`config.mk`:
```
export PLATFORM = sky130hd
export DESIGN_NAME = aux_short_supervisor
export DESIGN_NICKNAME = d
export VERILOG_FILES = /design/src/rtl/asr_pkg.sv /design/src/rtl/asr_tick_gen.sv /design/src/rtl/asr_short_timer.sv /design/src/rtl/asr_fault_fsm.sv /design/src/rtl/aux_short_supervisor.sv
export SDC_FILE = /design/constraint.sdc
export NUM_CORES = 1
export LEC_CHECK = 0
export ABC_CLOCK_PERIOD_IN_PS = 1800
export BUFFER_PORTS_ARGS = -buffer_cell sky130_fd_sc_hd__buf_4
export CORE_UTILIZATION = 30
export DETAILED_ROUTE_END_ITERATION = 6
export GPL_ROUTABILITY_DRIVEN = 0
export GPL_TIMING_DRIVEN = 1
export REMOVE_ABC_BUFFERS = 1
export SYNTH_ARGS = -nofsm -noshare
export SYNTH_HDL_FRONTEND = slang
export SYNTH_SLANG_ARGS = --single-unit
```
`constraint.sdc`:
```
create_clock -name clk -period 1.8 [get_ports clk]
set_input_delay 0.45 -clock clk [delete_from_list [all_inputs] [get_ports clk]]
set_output_delay 0.45 -clock clk [all_outputs]
set_load 0.02 [all_outputs]
```
`src/rtl/asr_pkg.sv`:
```
package asr_pkg;

   typedef enum logic [1:0] {
      ST_RUN   = 2'b00,
      ST_WAIT  = 2'b01,
      ST_LATCH = 2'b10
   } sup_state_e;

endpackage

```
`src/rtl/asr_tick_gen.sv`:
```
module asr_tick_gen #(
   parameter int unsigned TICK_DIV = 1000
) (
   input  logic clk,
   input  logic rst_n,
   input  logic en_i,
   input  logic clr_i,
   output logic tick_o
);

   localparam int unsigned PW = (TICK_DIV > 1) ? $clog2(TICK_DIV) : 1;

   if (TICK_DIV < 1) begin : g_bad_div
      $error("asr_tick_gen: TICK_DIV must be at least 1");
   end

   if (TICK_DIV == 1) begin : g_direct
      // every enabled clock is a tick
      assign tick_o = en_i && !clr_i;
   end else begin : g_divided
      logic [PW-1:0] presc_q;
      logic          wrap;

      assign wrap   = (presc_q == PW'(TICK_DIV - 1));
      assign tick_o = en_i && !clr_i && wrap;

      always_ff @(posedge clk or negedge rst_n) begin
         if (!rst_n) begin
            presc_q <= '0;
         end else if (clr_i) begin
            presc_q <= '0;
         end else if (en_i) begin
            presc_q <= wrap ? '0 : presc_q + 1'b1;
         end
      end

      // prescaler never leaves its range
      p_presc_range_r2 : assert property (@(posedge clk) disable iff (!rst_n)
         presc_q <= PW'(TICK_DIV - 1));

      // a paused prescaler keeps its phase
      p_presc_hold_r4 : assert property (@(posedge clk) disable iff (!rst_n)
         (!en_i && !clr_i) |=> $stable(presc_q));
   end

endmodule

```
`src/rtl/asr_short_timer.sv`:
```
module asr_short_timer #(
   parameter int unsigned SHORT_TICKS = 90
) (
   input  logic clk,
   input  logic rst_n,
   input  logic inc_i,
   input  logic clr_i,
   output logic expire_o
);

   localparam int unsigned TW = $clog2(SHORT_TICKS + 1);

   if (SHORT_TICKS < 2) begin : g_bad_limit
      $error("asr_short_timer: SHORT_TICKS must be at least 2");
   end

   logic [TW-1:0] ticks_q;

   assign expire_o = inc_i && !clr_i && (ticks_q == TW'(SHORT_TICKS - 1));

   always_ff @(posedge clk or negedge rst_n) begin
      if (!rst_n) begin
         ticks_q <= '0;
      end else if (clr_i) begin
         ticks_q <= '0;
      end else if (inc_i) begin
         ticks_q <= ticks_q + 1'b1;
      end
   end

   // count never runs past the limit
   p_no_overflow_r2 : assert property (@(posedge clk) disable iff (!rst_n)
      ticks_q <= TW'(SHORT_TICKS));

   // no tick and no clear means the accumulated time is kept
   p_timer_hold_r4 : assert property (@(posedge clk) disable iff (!rst_n)
      (!inc_i && !clr_i) |=> $stable(ticks_q));

   // a clear always lands at zero
   p_clear_zero_r2 : assert property (@(posedge clk) disable iff (!rst_n)
      clr_i |=> (ticks_q == '0));

endmodule

```
`src/rtl/asr_fault_fsm.sv`:
```
module asr_fault_fsm
   import asr_pkg::*;
#(
   parameter int unsigned RECOVER_TICKS = 4000
) (
   input  logic       clk,
   input  logic       rst_n,
   input  logic       expire_i,
   input  logic       tick_i,
   input  logic       latch_sel_i,
   output sup_state_e state_o
);

   localparam int unsigned RW = $clog2(RECOVER_TICKS);

   if (RECOVER_TICKS < 2) begin : g_bad_recover
      $error("asr_fault_fsm: RECOVER_TICKS must be at least 2");
   end

   sup_state_e    state_q;
   logic [RW-1:0] rec_q;
   logic          rec_done;

   assign rec_done = tick_i && (rec_q == RW'(RECOVER_TICKS - 1));
   assign state_o  = state_q;

   always_ff @(posedge clk or negedge rst_n) begin
      if (!rst_n) begin
         state_q <= ST_RUN;
         rec_q   <= '0;
      end else begin
         unique case (state_q)
            ST_RUN: begin
               rec_q <= '0;
               if (expire_i) begin
                  state_q <= latch_sel_i ? ST_LATCH : ST_WAIT;
               end
            end
            ST_WAIT: begin
               if (rec_done) begin
                  state_q <= ST_RUN;
                  rec_q   <= '0;
               end else if (tick_i) begin
                  rec_q <= rec_q + 1'b1;
               end
            end
            ST_LATCH: begin
               state_q <= ST_LATCH;
            end
            default: begin
               state_q <= ST_RUN;
               rec_q   <= '0;
            end
         endcase
      end
   end

   // a latch is held until reset
   p_latch_sticky_r5 : assert property (@(posedge clk) disable iff (!rst_n)
      (state_q == ST_LATCH) |=> (state_q == ST_LATCH));

   // leaving run needs a timer expiry
   p_trip_needs_expire_r2 : assert property (@(posedge clk) disable iff (!rst_n)
      (state_q == ST_RUN && !expire_i) |=> (state_q == ST_RUN));

   // strap decides the fault kind only at the trip edge
   p_trip_kind_r9 : assert property (@(posedge clk) disable iff (!rst_n)
      (state_q == ST_RUN && expire_i) |=>
         (state_q == ($past(latch_sel_i) ? ST_LATCH : ST_WAIT)));

   // the recovery wait ends only on its last tick
   p_wait_hold_r6 : assert property (@(posedge clk) disable iff (!rst_n)
      (state_q == ST_WAIT && !rec_done) |=> (state_q == ST_WAIT));

   // counter stays below its limit
   p_rec_range_r6 : assert property (@(posedge clk) disable iff (!rst_n)
      rec_q <= RW'(RECOVER_TICKS - 1));

endmodule

```
`src/rtl/aux_short_supervisor.sv`:
```
module aux_short_supervisor
   import asr_pkg::*;
#(
   parameter int unsigned TICK_DIV      = 1000,
   parameter int unsigned SHORT_TICKS   = 90,
   parameter int unsigned RECOVER_TICKS = 4000
) (
   input  logic       clk,
   input  logic       rst_n,
   input  logic       aux_above_i,
   input  logic       uvlo_i,
   input  logic       latch_sel_i,
   output logic       sw_en_o,
   output logic       comp_gnd_o,
   output logic [1:0] fault_st_o
);

   sup_state_e state;
   logic       in_run;
   logic       in_fault;
   logic       operating;
   logic       tick_en;
   logic       tick_clr;
   logic       tick;
   logic       tmr_clr;
   logic       expire;

   assign in_run    = (state == ST_RUN);
   assign in_fault  = !in_run;
   assign operating = in_run && !uvlo_i;

   // the divider runs while switching or while a recovery wait is timed
   assign tick_en  = operating || (state == ST_WAIT);
   assign tick_clr = in_run && aux_above_i;
   assign tmr_clr  = in_fault || aux_above_i;

   asr_tick_gen #(
      .TICK_DIV (TICK_DIV)
   ) tick_i (
      .clk    (clk),
      .rst_n  (rst_n),
      .en_i   (tick_en),
      .clr_i  (tick_clr),
      .tick_o (tick)
   );

   asr_short_timer #(
      .SHORT_TICKS (SHORT_TICKS)
   ) tmr_i (
      .clk      (clk),
      .rst_n    (rst_n),
      .inc_i    (tick && operating),
      .clr_i    (tmr_clr),
      .expire_o (expire)
   );

   asr_fault_fsm #(
      .RECOVER_TICKS (RECOVER_TICKS)
   ) fsm_i (
      .clk         (clk),
      .rst_n       (rst_n),
      .expire_i    (expire),
      .tick_i      (tick),
      .latch_sel_i (latch_sel_i),
      .state_o     (state)
   );

   assign sw_en_o    = operating;
   assign comp_gnd_o = in_fault && !uvlo_i;
   assign fault_st_o = state;

   // in a fault state the sense flag cannot move the status
   p_sense_ignored_r7 : assert property (@(posedge clk) disable iff (!rst_n)
      (fault_st_o == 2'b10) |=> (fault_st_o == 2'b10));

   // lockout suppresses the ground request
   p_gnd_lockout_r8 : assert property (@(posedge clk) disable iff (!rst_n)
      uvlo_i |-> !comp_gnd_o);

   // switching and ground request never together
   p_exclusive_r4 : assert property (@(posedge clk) disable iff (!rst_n)
      !(sw_en_o && comp_gnd_o));

endmodule

```
# After elaboration in Yosys (flattened, before gate mapping)
# Index checks and enable logic that the tools add are counted.
[word_totals] wordCells=48 out_inout_bits=4 inputBits=5 register_bits=31
[classes] n_mux=12 n_reduce_logical=20 bitwise=1 add_sub_neg=3 eq_ne=8
[ops] operator="10-bit two-way mux" n=3
[ops] operator="12-bit two-way mux" n=2
[ops] operator="12-bit case mux with 2 select lines" n=1
[ops] operator="7-bit two-way mux" n=2
[ops] operator="12-bit by 1-bit adder with 12-bit output (second input constant)" n=1
[ops] operator="12-bit equality test (second input constant)" n=1
[ops] operator="10-bit by 1-bit adder with 10-bit output (second input constant)" n=1
[ops] operator="10-bit equality test (second input constant)" n=1
[ops] operator="1-bit logical AND" n=9
[ops] operator="7-bit by 1-bit adder with 7-bit output (second input constant)" n=1
[ops] operator="7-bit equality test (second input constant)" n=1
[ops] operator="2-bit two-way mux" n=3
[ops] operator="2-bit case mux with 3 select lines" n=1
[ops] operator="1-bit zero test" n=4
[ops] operator="2-bit by 1-bit != test with 1-bit output (second input constant)" n=2
[ops] operator="2-bit AND reduction" n=2
[ops] operator="2-bit nonzero test" n=2
[ops] operator="3-bit by 1-bit != test with 1-bit output (second input constant)" n=1
[ops] operator="2-bit by 1-bit equality test with 1-bit output (second input constant)" n=1
[ops] operator="2-bit equality test (second input constant)" n=1
[ops] operator="2-bit zero test" n=1
[ops] operator="1-bit logical OR" n=2
[ops] operator="1-bit inverter" n=1

# Longest topological paths before layout
# Gate-level depths: netlist of run 1.
[logic_depth] depth_word=10 ltp_mapped=7 depth_no_buf=7

# By module
# Synthesis of run 1 repeated with hierarchy kept, for this count alone.
[unflattened] hier_cells=190 hier_area_um2=1781.7
[modules_own_cells] mod="asr_fault_fsm" area_each_um2=797.0 seq_area_each_um2=350.3 n_inst=1 cells_each=87
[modules_own_cells] mod="asr_tick_gen" area_each_um2=573.0 seq_area_each_um2=250.2 n_inst=1 cells_each=59
[modules_own_cells] mod="asr_short_timer" area_each_um2=366.6 seq_area_each_um2=175.2 n_inst=1 cells_each=36
[modules_own_cells] mod="aux_short_supervisor" area_each_um2=45.0 seq_area_each_um2=0.0 n_inst=1 cells_each=8

# Least setup slack after synthesis of run 1
# Ideal clock, no wire load.
[synth_timing] kind="register -> register" start="register fsm_i.state_q[0] (netlist: fsm_i.state_o[0])" end="register fsm_i.state_q[0] (netlist: fsm_i.state_o[0])" setup_slack_ns=0.008 stages_incl_launch_ff=7 arrival_ns=1.727 required_time_ns=1.735 n_path_buf=1 period_less_slack_ns=1.792 setup_time_ns=0.065 path_cell_list="dfrtp_1 > or3_4 > buf_6 > nand2b_1 > or4_1 > nor3_1 > or2_1"
[synth_via] elab_chain_len=10 elab_cells_between_ends=20 classes_between="eq/ne (4); mux (1); reduce/logical (15)"
[synth_lines] item="start, declared" line="asr_fault_fsm.sv:20" text="sup_state_e state_q;"
[synth_lines] item="start signal, assigned" line="asr_fault_fsm.sv:36" text="state_q <= latch_sel_i ? ST_LATCH : ST_WAIT;"
[synth_lines] item="2-bit zero test" line="asr_fault_fsm.sv:32, aux_short_supervisor.sv:28"
[synth_lines] item="1-bit logical AND (on tied branches)" line="aux_short_supervisor.sv:30, aux_short_supervisor.sv:34"
[synth_lines] item="1-bit logical OR / 1-bit zero test (equally long branches)" line="aux_short_supervisor.sv:33, asr_tick_gen.sv:25"
[synth_lines] item="1-bit logical AND (2 in a row)" line="asr_tick_gen.sv:25" text="assign tick_o = en_i && !clr_i && wrap;"
[synth_lines] item="1-bit logical AND" line="aux_short_supervisor.sv:52" text=".inc_i (tick && operating),"
[synth_lines] item="1-bit logical AND (2 in a row)" line="asr_short_timer.sv:19" text="assign expire_o = inc_i && !clr_i && (ticks_q == TW'(SHORT_TICKS - 1));"
[synth_lines] item="2-bit by 1-bit != test with 1-bit output (no source line)"
[synth_lines] item="2-bit AND reduction (no source line)"
# Several ways; a longest one is shown, not always the timed one.
# A chain may end at the register's enable or synchronous reset.

# Worst setup path in the final report of run 1
[layout_timing] start="register tick_i.g_divided.presc_q[1]" end="register fsm_i.state_q[0] (netlist: fsm_i.state_o[0])"
[layout_via] elab_chain_len=7 elab_cells_between_ends=9 classes_between="eq/ne (3); reduce/logical (6)"
[layout_lines] item="start, declared" line="asr_tick_gen.sv:21" text="logic [PW-1:0] presc_q;"
[layout_lines] item="start signal, assigned" line="asr_tick_gen.sv:33" text="presc_q <= wrap ? '0 : presc_q + 1'b1;"
[layout_lines] item="10-bit equality test *" line="asr_tick_gen.sv:24" text="assign wrap = (presc_q == PW'(TICK_DIV - 1));"
[layout_lines] item="1-bit logical AND *" line="asr_tick_gen.sv:25"
[layout_lines] item="1-bit logical AND" line="aux_short_supervisor.sv:52"
[layout_lines] item="1-bit logical AND (2 in a row)" line="asr_short_timer.sv:19"
[layout_lines] item="2-bit by 1-bit != test with 1-bit output (no source line)"
[layout_lines] item="2-bit AND reduction (no source line) *"
# Every way passes the cells marked *; elsewhere a longest branch is shown, timed or not.

==> results of run 1 <==
==> repair_timing <==
action,in CTS,in global routing
endpoints found under the setup margin,0,4
setup buffers,0,2
gates resized for setup,0,5
hold buffers,0,0
==> layout make-up <==
type / count / area, sq um
clock buffers: 6 / 82.6
clock inverters: 1 / 5.00
fillers: 601 / 3660
inverters: 4 / 15.0
multi-input cells: 174 / 1100
flip-flops and latches: 31 / 776
well taps: 75 / 93.8
repair buffers: 40 / 300
==> cells by family after synthesis <==
group / Yosys count / synth area share, %
XOR/XNOR: 8 / 3.67
AND/OR/NAND/NOR: 115 / 34.9
buffers and inverters: 13 / 3.01
adder cells (fa/ha/maj): 4 / 2.62
flip-flops: 31 / 40.6
AO/OA/AOI/OAI: 47 / 15.2
==> per-layer routing <==
metal / track usage [%] / share of wire (%)
met1: 18.9 / 48
met2: 23.7 / 47
met3: 4.67 / 3.3
met4: 5.79 / 0.82
met5: 0 / 0
==> power by group through the flow <==
stage          Clock [uW]  Combinational, uW  Sequential, uW
2_1_floorplan           0               7.39             715
3_3_place_gp            0               37.5             715
3_5_place_dp            0               37.9             715
4_1_cts               584               37.9             702
5_1_grt               624               41.4             702
6_report              565               36.0             702
==> through the flow <==
| stage | hold slack [ns] | util (%) | cell area [sq um] | std cells |
|---|---|---|---|---|
| 2_1_floorplan | 0.154 | - | 1870 | 209 |
| 3_3_place_gp | 0.413 | 37.3 | 2250 | 322 |
| 3_5_place_dp | 0.416 | 37.3 | 2250 | 322 |
| 4_1_cts | 0.105 | 38.8 | 2340 | 329 |
| 5_1_grt | 0.115 | 39.3 | 2370 | 331 |
| 6_report | 0.0833 | 39.3 | 2370 | 331 |
==> worst max-delay path: cells and delay by family (launching register included) <==
family,cells,cell delay [ns]
flops,1,0.36
fa+ha+maj,1,0.21
simple gates,5,1.09
==> layout by cell type (no fill, tap or decap), types with 3 or more instances in the layout <==
cell	instances
sky130_fd_sc_hd__clkbuf_8	6
sky130_fd_sc_hd__buf_4	40
sky130_fd_sc_hd__nand3_1	17
sky130_fd_sc_hd__o21ai_0	11
sky130_fd_sc_hd__nand2b_1	4
sky130_fd_sc_hd__dfrtp_1	31
sky130_fd_sc_hd__xnor2_1	5
sky130_fd_sc_hd__and3_1	6
sky130_fd_sc_hd__or3_1	3
sky130_fd_sc_hd__nor3_1	6
sky130_fd_sc_hd__o21ai_1	11
sky130_fd_sc_hd__nand2_1	23
sky130_fd_sc_hd__xor2_1	3
sky130_fd_sc_hd__a22o_1	4
sky130_fd_sc_hd__inv_1	4
sky130_fd_sc_hd__nand4_1	6
sky130_fd_sc_hd__nor2_1	22
sky130_fd_sc_hd__a21oi_1	6
==> registers in the layout, indices dropped and copies added, names as in the netlist <==
signal and count:
fsm_i.rec_q 12, tmr_i.ticks_q 7, tick_i.g_divided.presc_q 10, fsm_i.state_o 2
==> final timing paths <==
path	slack (ns)	endpoint	cells after the start	startpoint
max	0.07	fsm_i.state_o[0]$_DFFE_PN0P_	6	tick_i.g_divided.presc_q[1]$_DFFE_PN0P_
min	0.08	fsm_i.rec_q[10]$_DFFE_PN0P_	1	rst_n
max reg2reg	0.07	fsm_i.state_o[0]$_DFFE_PN0P_	6	tick_i.g_divided.presc_q[1]$_DFFE_PN0P_
min reg2reg	0.52	fsm_i.rec_q[11]$_DFFE_PN0P_	1	fsm_i.rec_q[11]$_DFFE_PN0P_
max in group asynchronous	1.41	fsm_i.rec_q[4]$_DFFE_PN0P_	1	rst_n
min in group clk	0.45	fsm_i.state_o[1]$_DFFE_PN0P_	3	latch_sel_i
==> report_table.html, run 1 <==
<table>
<tr><th>Metric</th><th>Value</th></tr>
<tr><th colspan="2">Die</th></tr>
<tr><td>Count of boundary I/O pins</td><td>9</td></tr>
<tr><td>Standard-cell rows</td><td>28</td></tr>
<tr><td>Initial cell density of the core</td><td>31.7%</td></tr>
<tr><td>Die span in y</td><td>~82 um</td></tr>
<tr><td>Die outline width</td><td>81.8 um</td></tr>
<tr><td>DIE AREA</td><td>0.00670 sq mm</td></tr>
<tr><td>Core box area</td><td>0.00603 sq mm</td></tr>
<tr><th colspan="2">Hold path</th></tr>
<tr><td>Class of the tightest hold or removal check</td><td>in2async</td></tr>
<tr><th colspan="2">Timing</th></tr>
<tr><td>Crit path time final</td><td>between 1.5 and 2 ns</td></tr>
<tr><td>Crit path setup slack, layout</td><td>0.0693 ns</td></tr>
<tr><td>Peak Freq</td><td>around 0.58 GHz</td></tr>
<tr><td>Max Slew Vio Count</td><td>0</td></tr>
<tr><td>Share of the cycle needed by the critical path after routing</td><td>96.2%</td></tr>
<tr><td>Worst slew slack as a fraction of its limit</td><td>~73%</td></tr>
<tr><td>Transition time at the pin with the least slew margin</td><td>just over 0.4 ns</td></tr>
<tr><td>Post-Route Setup TNS</td><td>0 ns</td></tr>
<tr><td>RSZ-0062 raised after global routing</td><td>false</td></tr>
<tr><td>Hold Fails Final Rpt</td><td>0</td></tr>
<tr><td>Final setup violation count</td><td>0</td></tr>
<tr><td>Final clock skew</td><td>0.00396 ns</td></tr>
<tr><th colspan="2">Critical path</th></tr>
<tr><td>Cell breakdown of the critical path</td><td>ha_2 &gt; and4bb_1 &gt; nand3_2 &gt; or4_1 &gt; nor3_1 &gt; or2_1</td></tr>
<tr><td>Critical Path Fanout Max</td><td>4</td></tr>
<tr><td>Nature of the critical path startpoint</td><td>flop</td></tr>
<tr><td>Worst stage delay on the critical path</td><td>about 0.53 ns</td></tr>
<tr><td>CP max stage cell</td><td>sky130_fd_sc_hd__or4_1</td></tr>
<tr><td>Arrival time of the worst setup path</td><td>1.96 ns</td></tr>
<tr><td>Type of destination of the critical path</td><td>flop</td></tr>
<tr><td>Crit path required time</td><td>2.03 ns</td></tr>
<tr><td>Kind of critical path</td><td>reg2reg</td></tr>
<tr><th colspan="2">GRT</th></tr>
<tr><td>Antenna violations before repair</td><td>0</td></tr>
<tr><td>Total global-route track usage</td><td>15.0%</td></tr>
<tr><td>Largest net degree at the start of global routing</td><td>32</td></tr>
<tr><td>Wire length of the first global-routing pass</td><td>7.51 mm</td></tr>
<tr><td>Overflow left after global routing</td><td>0</td></tr>
<tr><td>Vias in the first global route</td><td>between 1500 and 2000</td></tr>
<tr><th colspan="2">Yosys</th></tr>
<tr><td>Part of the Yosys area used for sequential elements</td><td>40.6%</td></tr>
<tr><td>Most common cell in the netlist</td><td>sky130_fd_sc_hd__dfrtp_1</td></tr>
<tr><td>Count of synthesis-stage warnings from yosys</td><td>0</td></tr>
<tr><td>Synthesized area</td><td>about 0.0019 sq mm</td></tr>
<tr><td>Dominant cell type by area after synthesis</td><td>sky130_fd_sc_hd__dfrtp_1</td></tr>
<tr><td>Distinct cell type count after synthesis</td><td>52</td></tr>
<tr><td>Register bit count reported by yosys</td><td>31</td></tr>
<tr><td>Mean Syn Cell Area</td><td>8.77 sq um</td></tr>
<tr><td>Commonest cells post-synth</td><td>sky130_fd_sc_hd__dfrtp_1, sky130_fd_sc_hd__nand2_1, sky130_fd_sc_hd__nor2_1</td></tr>
<tr><td>Area fraction of the dominant cell type after synthesis</td><td>40.6%</td></tr>
<tr><td>Synth async-reset ratio</td><td>100%</td></tr>
<tr><td>Post-Synthesis Cells</td><td>218</td></tr>
<tr><td>Synth top area cells</td><td>sky130_fd_sc_hd__dfrtp_1, sky130_fd_sc_hd__nand3_1, sky130_fd_sc_hd__nand2_1</td></tr>
<tr><td>Synth Flop Type</td><td>sky130_fd_sc_hd__dfrtp_1</td></tr>
<tr><td>Number of synthesized flops with an enable pin</td><td>0</td></tr>
<tr><th colspan="2">Route</th></tr>
<tr><td>Number of antenna-violating nets in the routed design</td><td>0</td></tr>
<tr><td>Post-DR vias/cell</td><td>5.20</td></tr>
<tr><td>Iteration-0 DRC count of the detailed router</td><td>84</td></tr>
<tr><td>Final routed DRC violation total</td><td>0</td></tr>
<tr><td>Wirelength, routed</td><td>4.37 mm</td></tr>
<tr><td>Wire length per cell after detailed routing</td><td>13.2 um</td></tr>
<tr><td>Pre-antenna DRT Iters</td><td>4</td></tr>
<tr><td>Routed via count</td><td>1721</td></tr>
<tr><th colspan="2">Clock tree</th></tr>
<tr><td>TritonCTS clock tree</td><td>built</td></tr>
<tr><td>Root buf cell</td><td>sky130_fd_sc_hd__clkbuf_8</td></tr>
<tr><td>Number of CTS-inserted buffers</td><td>5</td></tr>
<tr><td>Max clock buf depth</td><td>2</td></tr>
<tr><td>Worst-Skew Late Latency</td><td>0.29 ns</td></tr>
<tr><td>Clock transition at path regs</td><td>0.07 ns</td></tr>
<tr><td>Sink count of the clock tree</td><td>31</td></tr>
<tr><td>H-tree depth reported by CTS</td><td>2</td></tr>
<tr><th colspan="2">Place</th></tr>
<tr><td>Post-DP HPWL</td><td>3.14 mm</td></tr>
<tr><td>Buffers on Ports</td><td>8</td></tr>
<tr><td>Pre-CTS setup slack</td><td>0.0582 ns</td></tr>
<tr><th colspan="2">Pwr</th></tr>
<tr><td>Leakage</td><td>0.00104 uW</td></tr>
<tr><td>Power dissipated by switching net loads</td><td>293 uW</td></tr>
<tr><td>Comb power frac</td><td>2.8%</td></tr>
<tr><td>Internal Pwr Total</td><td>1010 uW</td></tr>
<tr><td>Worst VDD drop</td><td>approximately 390 uV</td></tr>
<tr><td>Clock network power share</td><td>43.3%</td></tr>
<tr><td>Total power per unit cell area</td><td>550 mW/mm^2</td></tr>
<tr><td>Power Total</td><td>1300 uW</td></tr>
<tr><td>Sequential share of power</td><td>53.9%</td></tr>
<tr><td>Fraction of power spent switching nets</td><td>about 22%</td></tr>
<tr><th colspan="2">Flow run</th></tr>
<tr><td>Number of max-cap violations</td><td>0</td></tr>
<tr><th colspan="2">Run status</th></tr>
<tr><td>Status</td><td>finished clean</td></tr>
<tr><th colspan="2">Cells and area</th></tr>
<tr><td>Antenna cells</td><td>0</td></tr>
<tr><td>Share of post-route cells with drive strength above 1</td><td>25.4%</td></tr>
<tr><td>Number of nets in the final layout</td><td>265</td></tr>
<tr><td>Post-synthesis to final-layout area growth</td><td>23.9%</td></tr>
</table>
(Power assumes the default switching activity.)
==> run 2: changes to the inputs <==
--- a/config.mk
+++ b/config.mk
@@ -7,7 +7,7 @@
 export LEC_CHECK = 0
 export ABC_CLOCK_PERIOD_IN_PS = 1800
 export BUFFER_PORTS_ARGS = -buffer_cell sky130_fd_sc_hd__buf_4
-export CORE_UTILIZATION = 30
+export CORE_UTILIZATION = 23
 export DETAILED_ROUTE_END_ITERATION = 6
 export GPL_ROUTABILITY_DRIVEN = 0
 export GPL_TIMING_DRIVEN = 1
==> run 2 against run 1 <==
Global-route usage decreased by 3.2 points. Sequential power about the same. Fmax decreased by 1.2%. Worst setup slack got worse by 0.022 ns. Total power decreased by 2.0%. Worst hold slack improved by 0.0035 ns. Die area increased by 30%. Via count increased by 1.1%. Register-to-register slack got worse by 0.02 ns. Critical path depth decreased by 1. Final cell count increased by 9.4%. Critical endpoint unchanged.
==> report_table.html, run 2 (synthesis gave the netlist of run 1 again) <==
<table>
<tr><th>Metric</th><th>Value</th></tr>
<tr><th colspan="2">Run status</th></tr>
<tr><td>Status</td><td>finished clean</td></tr>
<tr><th colspan="2">GRT</th></tr>
<tr><td>Total global-route track usage</td><td>roughly an eighth</td></tr>
<tr><td>Wire length of the first global-routing pass</td><td>7.84 mm</td></tr>
<tr><td>Largest net degree at the start of global routing</td><td>32</td></tr>
<tr><td>Overflow left after global routing</td><td>0</td></tr>
<tr><td>Antenna violations before repair</td><td>0</td></tr>
<tr><td>Vias in the first global route</td><td>~1700</td></tr>
<tr><th colspan="2">Die</th></tr>
<tr><td>Core box area</td><td>0.00789 sq mm</td></tr>
<tr><td>Die span in y</td><td>~93 um</td></tr>
<tr><td>Die outline width</td><td>~93 um</td></tr>
<tr><td>Initial cell density of the core</td><td>between 20% and 30%</td></tr>
<tr><td>DIE AREA</td><td>just under 0.009 sq mm</td></tr>
<tr><td>Count of boundary I/O pins</td><td>9</td></tr>
<tr><td>Standard-cell rows</td><td>32</td></tr>
<tr><th colspan="2">Place</th></tr>
<tr><td>Post-DP HPWL</td><td>3.31 mm</td></tr>
<tr><td>Buffers on Ports</td><td>8</td></tr>
<tr><th colspan="2">Route</th></tr>
<tr><td>Wire length per cell after detailed routing</td><td>roughly 13 um</td></tr>
<tr><td>Routed via count</td><td>1740</td></tr>
<tr><td>Final routed DRC violation total</td><td>0</td></tr>
<tr><td>Iteration-0 DRC count of the detailed router</td><td>64</td></tr>
<tr><td>Post-DR vias/cell</td><td>4.81</td></tr>
<tr><td>Number of antenna-violating nets in the routed design</td><td>0</td></tr>
<tr><td>Pre-antenna DRT Iters</td><td>4</td></tr>
<tr><td>Wirelength, routed</td><td>4.68 mm</td></tr>
<tr><th colspan="2">Timing</th></tr>
<tr><td>Post-Route Setup TNS</td><td>0 ns</td></tr>
<tr><td>Max Slew Vio Count</td><td>0</td></tr>
<tr><td>Crit path time final</td><td>1.75 ns</td></tr>
<tr><td>Share of the cycle needed by the critical path after routing</td><td>97.4%</td></tr>
<tr><td>RSZ-0062 raised after global routing</td><td>true</td></tr>
<tr><td>Transition time at the pin with the least slew margin</td><td>0.465 ns</td></tr>
<tr><td>Final clock skew</td><td>0.0118 ns</td></tr>
<tr><td>Hold Fails Final Rpt</td><td>0</td></tr>
<tr><td>Worst slew slack as a fraction of its limit</td><td>between 60% and 70%</td></tr>
<tr><td>Final setup violation count</td><td>0</td></tr>
<tr><td>Peak Freq</td><td>roughly 0.57 GHz</td></tr>
<tr><th colspan="2">Cells and area</th></tr>
<tr><td>Final core area utilization</td><td>between 30 and 40%</td></tr>
<tr><td>Top library cells by usage in the layout, fill and taps aside</td><td>sky130_fd_sc_hd__buf_4, sky130_fd_sc_hd__dfrtp_1, sky130_fd_sc_hd__nor2_1, sky130_fd_sc_hd__nand2_1, sky130_fd_sc_hd__nand3_1</td></tr>
<tr><td>Antenna cells</td><td>0</td></tr>
<tr><td>Leading cell type in the layout, fill and taps excluded</td><td>sky130_fd_sc_hd__buf_4</td></tr>
<tr><td>Share of post-route cells with drive strength above 1</td><td>a little over a quarter</td></tr>
<tr><td>Biggest regs</td><td>fsm_i.rec_q: 12 flops, tick_i.g_divided.presc_q: 10 flops, tmr_i.ticks_q: 7 flops</td></tr>
<tr><td>Post-synthesis to final-layout area growth</td><td>28.5%</td></tr>
<tr><td>Number of nets in the final layout</td><td>about 270</td></tr>
<tr><td>Reg with most FFs</td><td>fsm_i.rec_q</td></tr>
<tr><td>Number of flip-flops under the largest register name</td><td>12</td></tr>
<tr><th colspan="2">Clock tree</th></tr>
<tr><td>Number of CTS-inserted buffers</td><td>5</td></tr>
<tr><td>Sink count of the clock tree</td><td>31</td></tr>
<tr><td>Clock transition at path regs</td><td>0.07 ns</td></tr>
<tr><td>Root buf cell</td><td>sky130_fd_sc_hd__clkbuf_8</td></tr>
<tr><td>Max clock buf depth</td><td>2</td></tr>
<tr><td>TritonCTS clock tree</td><td>built</td></tr>
<tr><td>H-tree depth reported by CTS</td><td>2</td></tr>
<tr><td>Hold buffer count at cts</td><td>0</td></tr>
<tr><td>Worst-Skew Late Latency</td><td>0.29 ns</td></tr>
<tr><th colspan="2">Critical path</th></tr>
<tr><td>Critical Path Fanout Max</td><td>4</td></tr>
<tr><td>Startpoint of the most critical register-to-register path</td><td>fsm_i.state_o[1]$_DFFE_PN0P_</td></tr>
<tr><td>Nature of the critical path startpoint</td><td>flop</td></tr>
<tr><td>Kind of critical path</td><td>reg2reg</td></tr>
<tr><td>Register-to-register path setup slack</td><td>about 0.048 ns</td></tr>
<tr><td>Worst stage delay on the critical path</td><td>0.52 ns</td></tr>
<tr><td>Crit path required time</td><td>roughly 2 ns</td></tr>
<tr><td>Type of destination of the critical path</td><td>flop</td></tr>
<tr><td>CP max stage cell</td><td>sky130_fd_sc_hd__or4_4</td></tr>
<tr><td>Endpoint of the worst register-to-register path</td><td>fsm_i.state_o[0]$_DFFE_PN0P_</td></tr>
<tr><td>Arrival time of the worst setup path</td><td>1.99 ns</td></tr>
<tr><td>Largest delay contributor family on the critical path</td><td>simple AND/OR/NAND/NOR gates</td></tr>
<tr><td>Cell breakdown of the critical path</td><td>or3_4 &gt; nand2b_1 &gt; or4_4 &gt; nor3_2 &gt; or2_1</td></tr>
<tr><td>Worst path bufs/invs</td><td>0</td></tr>
<tr><td>Depth of the worst register-to-register path</td><td>5</td></tr>
<tr><th colspan="2">Pwr</th></tr>
<tr><td>Sequential share of power</td><td>between 50% and 60%</td></tr>
<tr><td>Worst VDD drop</td><td>231 uV</td></tr>
<tr><td>Power dissipated by switching net loads</td><td>between 200 and 300 uW</td></tr>
<tr><td>Power Total</td><td>1280 uW</td></tr>
<tr><td>Clock network power share</td><td>42.1%</td></tr>
<tr><td>Internal Pwr Total</td><td>982 uW</td></tr>
<tr><td>Comb power frac</td><td>under 10%</td></tr>
<tr><td>Total power per unit cell area</td><td>520 mW/mm^2</td></tr>
<tr><td>Leakage</td><td>0.00108 uW</td></tr>
<tr><td>Fraction of power spent switching nets</td><td>23.1%</td></tr>
<tr><th colspan="2">Flow run</th></tr>
<tr><td>Number of max-cap violations</td><td>0</td></tr>
<tr><th colspan="2">Hold path</th></tr>
<tr><td>Class of the tightest hold or removal check</td><td>in2async</td></tr>
</table>
-- run 2: cell count changes in the layout (fill, tap and decap cells not counted), sizes merged --
cell    before  now
buf         40   43
clkbuf       6    7
-- run 2: layer usage --
layer  track usage [%]  wire length [um]
met1              14.7              2310
met4              4.49                67
met2              18.7              2160
met3              4.15               145
met5                 0                 0
-- run 2: worst max-delay path by stage --
| stage | depth (start not counted) | start | endpoint | slack, ns |
|---|---|---|---|---|
| 5_1_grt | 5 | fsm_i.state_o[1]$_DFFE_PN0P_ | fsm_i.state_o[0]$_DFFE_PN0P_ | -0.03 |
| 6_report | 5 | fsm_i.state_o[1]$_DFFE_PN0P_ | fsm_i.state_o[0]$_DFFE_PN0P_ | 0.05 |
| 2_1_floorplan | 5 | fsm_i.state_o[0]$_DFFE_PN0P_ | fsm_i.state_o[0]$_DFFE_PN0P_ | -0.02 |
| 3_3_place_gp | 6 | tick_i.g_divided.presc_q[0]$_DFFE_PN0P_ | fsm_i.rec_q[8]$_DFFE_PN0P_ | 0.05 |
| 3_5_place_dp | 6 | tick_i.g_divided.presc_q[0]$_DFFE_PN0P_ | fsm_i.rec_q[8]$_DFFE_PN0P_ | -0.02 |
| 4_1_cts | 6 | tick_i.g_divided.presc_q[0]$_DFFE_PN0P_ | fsm_i.rec_q[8]$_DFFE_PN0P_ | 0.007 |
-- run 2: power groups by stage --
stage / logic, uW / clock network, uW / registers [uW]
finish: 37.3 / 538 / 702
global route: 42.9 / 590 / 702
CTS: 38.3 / 549 / 702
detailed placement: 38.2 / 0 / 715
global placement: 38.2 / 0 / 715
floorplan: 7.39 / 0 / 715
-- run 2: repair_timing --
action | in CTS | in global routing
setup buffers | 0 | 7
gates resized for setup | 1 | 10
pin swaps | 0 | 9
setup endpoints to repair | 1 | 7
-- run 2: cell type report --
type / instances / area (sq um)
clock buffer: 7 / 76.3
timing repair buffer: 43 / 323
inverter: 4 / 15.0
fill: 812 / 5430
multi-input combinational: 174 / 1130
sequential: 31 / 777
tap: 102 / 128
clock inverter: 1 / 5.00
-- run 2: worst register-to-register path, cell delays in order (launching register included) --
cell,delay [ns]
sky130_fd_sc_hd__dfrtp_2,0.43
sky130_fd_sc_hd__or3_4,0.37
sky130_fd_sc_hd__nand2b_1,0.15
sky130_fd_sc_hd__or4_4,0.52
sky130_fd_sc_hd__nor3_2,0.11
sky130_fd_sc_hd__or2_1,0.11
-- run 2: stage by stage --
stage | std cells | setup slack [ns] | instance area, sq um | hold WS (ns)
after floorplan | 209 | -0.0181 | 1870 | 0.154
after CTS | 355 | 0.00673 | 2350 | 0.102
after detailed placement | 347 | -0.0224 | 2270 | 0.418
after global placement | 347 | 0.0452 | 2270 | 0.417
final | 362 | 0.0476 | 2460 | 0.0868
after global routing | 362 | -0.0307 | 2460 | 0.109
==> run 3: changes to the inputs <==
--- a/config.mk
+++ b/config.mk
@@ -14,4 +14,5 @@
 export REMOVE_ABC_BUFFERS = 1
 export SYNTH_ARGS = -nofsm -noshare
 export SYNTH_HDL_FRONTEND = slang
+export SYNTH_HIERARCHICAL = 1
 export SYNTH_SLANG_ARGS = --single-unit
==> run 3 against run 2 <==
The run now ends with negative setup slack left. Clock-buffer cell count fell by 1. Register-to-register slack got worse by 0.38 ns. Total power rose by 5.5%. Die area fell by 6.7%. Clock power rose by 4.1%. Sequential cell count did not move. Worst hold slack improved by 0.0014 ns. Global-route usage fell by 0.48 points. Largest power group unchanged.
==> report_table.html, run 3 <==
<table>
<tr><th>Metric</th><th>Value</th></tr>
<tr><th colspan="2">Run status</th></tr>
<tr><td>Status</td><td>finished with violations</td></tr>
<tr><td>Violations in the final reports</td><td>negative setup slack</td></tr>
<tr><th colspan="2">Clock tree</th></tr>
<tr><td>Clock transition at path regs</td><td>0.06 ns</td></tr>
<tr><td>TritonCTS clock tree</td><td>built</td></tr>
<tr><td>Max clock buf depth</td><td>2</td></tr>
<tr><td>H-tree depth reported by CTS</td><td>2</td></tr>
<tr><td>Number of CTS-inserted buffers</td><td>5</td></tr>
<tr><td>Hold buffer count at cts</td><td>0</td></tr>
<tr><td>Root buf cell</td><td>sky130_fd_sc_hd__clkbuf_8</td></tr>
<tr><td>Sink count of the clock tree</td><td>31</td></tr>
<tr><td>Worst-Skew Late Latency</td><td>between 0.2 and 0.3 ns</td></tr>
<tr><th colspan="2">Flow run</th></tr>
<tr><td>Number of max-cap violations</td><td>0</td></tr>
<tr><th colspan="2">Die</th></tr>
<tr><td>DIE AREA</td><td>just over 0.008 sq mm</td></tr>
<tr><td>Core box area</td><td>0.00737 sq mm</td></tr>
<tr><td>Die span in y</td><td>90.0 um</td></tr>
<tr><td>Standard-cell rows</td><td>31</td></tr>
<tr><td>Die outline width</td><td>~90 um</td></tr>
<tr><td>Count of boundary I/O pins</td><td>9</td></tr>
<tr><td>Initial cell density of the core</td><td>24.2%</td></tr>
<tr><th colspan="2">Timing</th></tr>
<tr><td>Hold Fails Final Rpt</td><td>0</td></tr>
<tr><td>RSZ-0062 raised after global routing</td><td>true</td></tr>
<tr><td>Transition time at the pin with the least slew margin</td><td>0.406 ns</td></tr>
<tr><td>Share of the cycle needed by the critical path after routing</td><td>118%</td></tr>
<tr><td>Final clock skew</td><td>0.00353 ns</td></tr>
<tr><td>Peak Freq</td><td>0.469 GHz</td></tr>
<tr><td>Crit path time final</td><td>approximately 2.1 ns</td></tr>
<tr><td>Final setup violation count</td><td>20</td></tr>
<tr><td>Worst slew slack as a fraction of its limit</td><td>72.9%</td></tr>
<tr><td>Crit path setup slack, layout</td><td>-0.333 ns</td></tr>
<tr><td>Max Slew Vio Count</td><td>0</td></tr>
<tr><td>Post-Route Setup TNS</td><td>-3.17 ns</td></tr>
<tr><th colspan="2">GRT</th></tr>
<tr><td>Total global-route track usage</td><td>11.3%</td></tr>
<tr><td>Antenna violations before repair</td><td>0</td></tr>
<tr><td>Vias in the first global route</td><td>1622</td></tr>
<tr><td>Overflow left after global routing</td><td>0</td></tr>
<tr><td>Largest net degree at the start of global routing</td><td>32</td></tr>
<tr><td>Wire length of the first global-routing pass</td><td>7.40 mm</td></tr>
<tr><th colspan="2">Route</th></tr>
<tr><td>Iteration-0 DRC count of the detailed router</td><td>64</td></tr>
<tr><td>Final routed DRC violation total</td><td>0</td></tr>
<tr><td>Wirelength, routed</td><td>around 4.3 mm</td></tr>
<tr><td>Number of antenna-violating nets in the routed design</td><td>0</td></tr>
<tr><td>Routed via count</td><td>1614</td></tr>
<tr><td>Wire length per cell after detailed routing</td><td>12.7 um</td></tr>
<tr><td>Pre-antenna DRT Iters</td><td>4</td></tr>
<tr><td>Post-DR vias/cell</td><td>4.73</td></tr>
<tr><th colspan="2">Cells and area</th></tr>
<tr><td>Area of the multi-input gates</td><td>0.00108 sq mm</td></tr>
<tr><td>Number of flip-flops under the largest register name</td><td>12</td></tr>
<tr><td>Final Instance Count excl. Fillers</td><td>341</td></tr>
<tr><td>Share of post-route cells with drive strength above 1</td><td>37.6%</td></tr>
<tr><td>Number of fillers in the final layout</td><td>754</td></tr>
<tr><td>Reg with most FFs</td><td>fsm_i/rec_q</td></tr>
<tr><td>Reg area</td><td>776 sq um</td></tr>
<tr><td>Top library cells by usage in the layout, fill and taps aside</td><td>sky130_fd_sc_hd__buf_4, sky130_fd_sc_hd__dfrtp_1, sky130_fd_sc_hd__nor2_1</td></tr>
<tr><td>Antenna cells</td><td>0</td></tr>
<tr><td>Post-synthesis to final-layout area growth</td><td>38.9%</td></tr>
<tr><td>Number of nets in the final layout</td><td>between 200 and 300</td></tr>
<tr><td>Biggest regs</td><td>fsm_i/rec_q: 12 flops, tick_i/g_divided.presc_q: 10 flops, tmr_i/ticks_q: 7 flops</td></tr>
<tr><td>Leading cell type in the layout, fill and taps excluded</td><td>sky130_fd_sc_hd__buf_4</td></tr>
<tr><th colspan="2">Yosys</th></tr>
<tr><td>Part of the Yosys area used for sequential elements</td><td>a little over two fifths</td></tr>
<tr><td>Count of synthesis-stage warnings from yosys</td><td>6</td></tr>
<tr><td>Number of synthesized flops with an enable pin</td><td>0</td></tr>
<tr><td>Synth top area cells</td><td>sky130_fd_sc_hd__dfrtp_1, sky130_fd_sc_hd__nor2_1, sky130_fd_sc_hd__nand2_1</td></tr>
<tr><td>Most common cell in the netlist</td><td>sky130_fd_sc_hd__dfrtp_1</td></tr>
<tr><td>Synthesized area</td><td>0.00178 sq mm</td></tr>
<tr><td>Post-Synthesis Cells</td><td>190</td></tr>
<tr><td>Register bit count reported by yosys</td><td>31</td></tr>
<tr><td>Distinct cell type count after synthesis</td><td>50</td></tr>
<tr><td>Synth async-reset ratio</td><td>100%</td></tr>
<tr><td>Dominant cell type by area after synthesis</td><td>sky130_fd_sc_hd__dfrtp_1</td></tr>
<tr><td>Mean Syn Cell Area</td><td>9.38 sq um</td></tr>
<tr><td>Synth Flop Type</td><td>sky130_fd_sc_hd__dfrtp_1</td></tr>
<tr><td>Commonest cells post-synth</td><td>sky130_fd_sc_hd__dfrtp_1, sky130_fd_sc_hd__nor2_1, sky130_fd_sc_hd__nand2_1</td></tr>
<tr><td>Area fraction of the dominant cell type after synthesis</td><td>43.5%</td></tr>
<tr><th colspan="2">Pwr</th></tr>
<tr><td>Clock network power share</td><td>between 40 and 50%</td></tr>
<tr><td>Sequential share of power</td><td>52.2%</td></tr>
<tr><td>Total power per unit cell area</td><td>~540 mW/mm^2</td></tr>
<tr><td>Power dissipated by switching net loads</td><td>308 uW</td></tr>
<tr><td>Worst VDD drop</td><td>223 uV</td></tr>
<tr><td>Fraction of power spent switching nets</td><td>22.9%</td></tr>
<tr><td>Comb power frac</td><td>6.3%</td></tr>
<tr><td>Leakage</td><td>0.00106 uW</td></tr>
<tr><td>Internal Pwr Total</td><td>1040 uW</td></tr>
<tr><th colspan="2">Critical path</th></tr>
<tr><td>Worst stage delay on the critical path</td><td>0.49 ns</td></tr>
<tr><td>Depth of the worst register-to-register path</td><td>9</td></tr>
<tr><td>Cell breakdown of the critical path</td><td>ha_2 &gt; and2_4 &gt; nand4b_1 &gt; nor3_2 &gt; buf_4 &gt; nor3b_2 &gt; or3_4 &gt; or4_4 &gt; a21oi_2</td></tr>
<tr><td>Crit path required time</td><td>between 2 and 2.5 ns</td></tr>
<tr><td>Critical Path Fanout Max</td><td>5</td></tr>
<tr><td>Worst path bufs/invs</td><td>1</td></tr>
<tr><td>Kind of critical path</td><td>reg2reg</td></tr>
<tr><td>Type of destination of the critical path</td><td>flop</td></tr>
<tr><td>Arrival time of the worst setup path</td><td>about 2.4 ns</td></tr>
<tr><td>CP max stage cell</td><td>sky130_fd_sc_hd__or4_4</td></tr>
<tr><td>Register-to-register path setup slack</td><td>-0.33 ns</td></tr>
<tr><td>Endpoint of the worst register-to-register path</td><td>fsm_i/rec_q[11]$_DFFE_PN0P_</td></tr>
<tr><td>Nature of the critical path startpoint</td><td>flop</td></tr>
<tr><td>Largest delay contributor family on the critical path</td><td>simple AND/OR/NAND/NOR gates</td></tr>
<tr><td>Startpoint of the most critical register-to-register path</td><td>tick_i/g_divided.presc_q[0]$_DFFE_PN0P_</td></tr>
<tr><th colspan="2">Place</th></tr>
<tr><td>Buffers on Ports</td><td>8</td></tr>
<tr><td>Post-DP HPWL</td><td>between 2 and 3 mm</td></tr>
<tr><td>Cell total after placement</td><td>328</td></tr>
<tr><th colspan="2">Hold path</th></tr>
<tr><td>Class of the tightest hold or removal check</td><td>in2async</td></tr>
</table>
==> run 3: cell types whose count changed in the layout (fill, tap and decap cells not counted), sizes merged, moves of 3 or more <==
cell / delta
a21oi: +7
a22o: -3
a31oi: +4
and2: +4
and3: -4
buf: +7
nand2: -5
nand2b: -3
nand3: -6
nor3: -4
o21ai: -13
or4: +4
xor2: +3
==> run 3: power by group through the flow <==
stage	Clock [uW]	Sequential, uW	Combinational, uW
3_5_place_dp	0	716	77.1
3_3_place_gp	0	715	75.3
4_1_cts	579	703	82.8
6_report	560	703	84.9
5_1_grt	605	702	94.9
2_1_floorplan	0	717	25.2
==> run 3: area by class of cell <==
cell class	count	area share [%]
Multi-Input combinational cell	149	43.7
Sequential cell	31	31.3
Clock inverter	1	0.202
Inverter	5	0.758
Timing Repair Buffer	50	15.6
Tap cell	99	5.01
Clock buffer	6	3.34
==> run 3: cells by family after synthesis <==
logic type / after synthesis / synth area share (%)
AND/OR/NAND/NOR: 95 / 30.2
AO/OA/AOI/OAI: 39 / 15.1
flip-flops: 31 / 43.5
buffers and inverters: 10 / 2.74
XOR/XNOR: 9 / 4.42
adder cells (fa/ha/maj): 4 / 2.81
multiplexers: 2 / 1.19
==> run 3: worst max path at each step <==
stage                                                  from                          end  depth (start not counted)
CTS                 tick_i/g_divided.presc_q[0]$_DFFE_PN0P_  fsm_i/rec_q[11]$_DFFE_PN0P_                          9
floorplan                      fsm_i/state_o[0]$_DFFE_PN0P_  fsm_i/rec_q[11]$_DFFE_PN0P_                          8
global placement                                aux_above_i   fsm_i/rec_q[7]$_DFFE_PN0P_                          9
detailed placement                              aux_above_i  fsm_i/rec_q[10]$_DFFE_PN0P_                          9
finish              tick_i/g_divided.presc_q[0]$_DFFE_PN0P_  fsm_i/rec_q[11]$_DFFE_PN0P_                          9
global route        tick_i/g_divided.presc_q[0]$_DFFE_PN0P_  fsm_i/rec_q[11]$_DFFE_PN0P_                          9
==> run 3: repair_timing <==
action                                  in CTS  in global routing
pin swaps                                   19                  7
endpoints found under the setup margin      20                 21
resized for setup                           21                 15
endpoints found under the hold margin        0                  0
setup buffers                                5                  2
==> run 3: per-stage QoR <==
stage	hold slack, ns	power [uW]	instance area, sq um	util [%]	worst slack, ns
2_1_floorplan	0.154	742	1750	-	-0.879
3_3_place_gp	0.413	791	2210	29.9	-0.510
3_5_place_dp	0.419	793	2210	29.9	-0.539
4_1_cts	0.106	1360	2400	32.5	-0.330
5_1_grt	0.123	1400	2470	33.6	-0.432
6_report	0.0882	1350	2470	33.6	-0.333
==> run 3: per-layer routing <==
layer / wire length (um) / GRT usage [%] / share of wire [%]
met1: 2010 / 14.0 / 46
met2: 2090 / 17.9 / 48
met3: 157 / 3.47 / 3.6
met4: 71 / 5.38 / 1.6
met5: 0 / 0 / 0
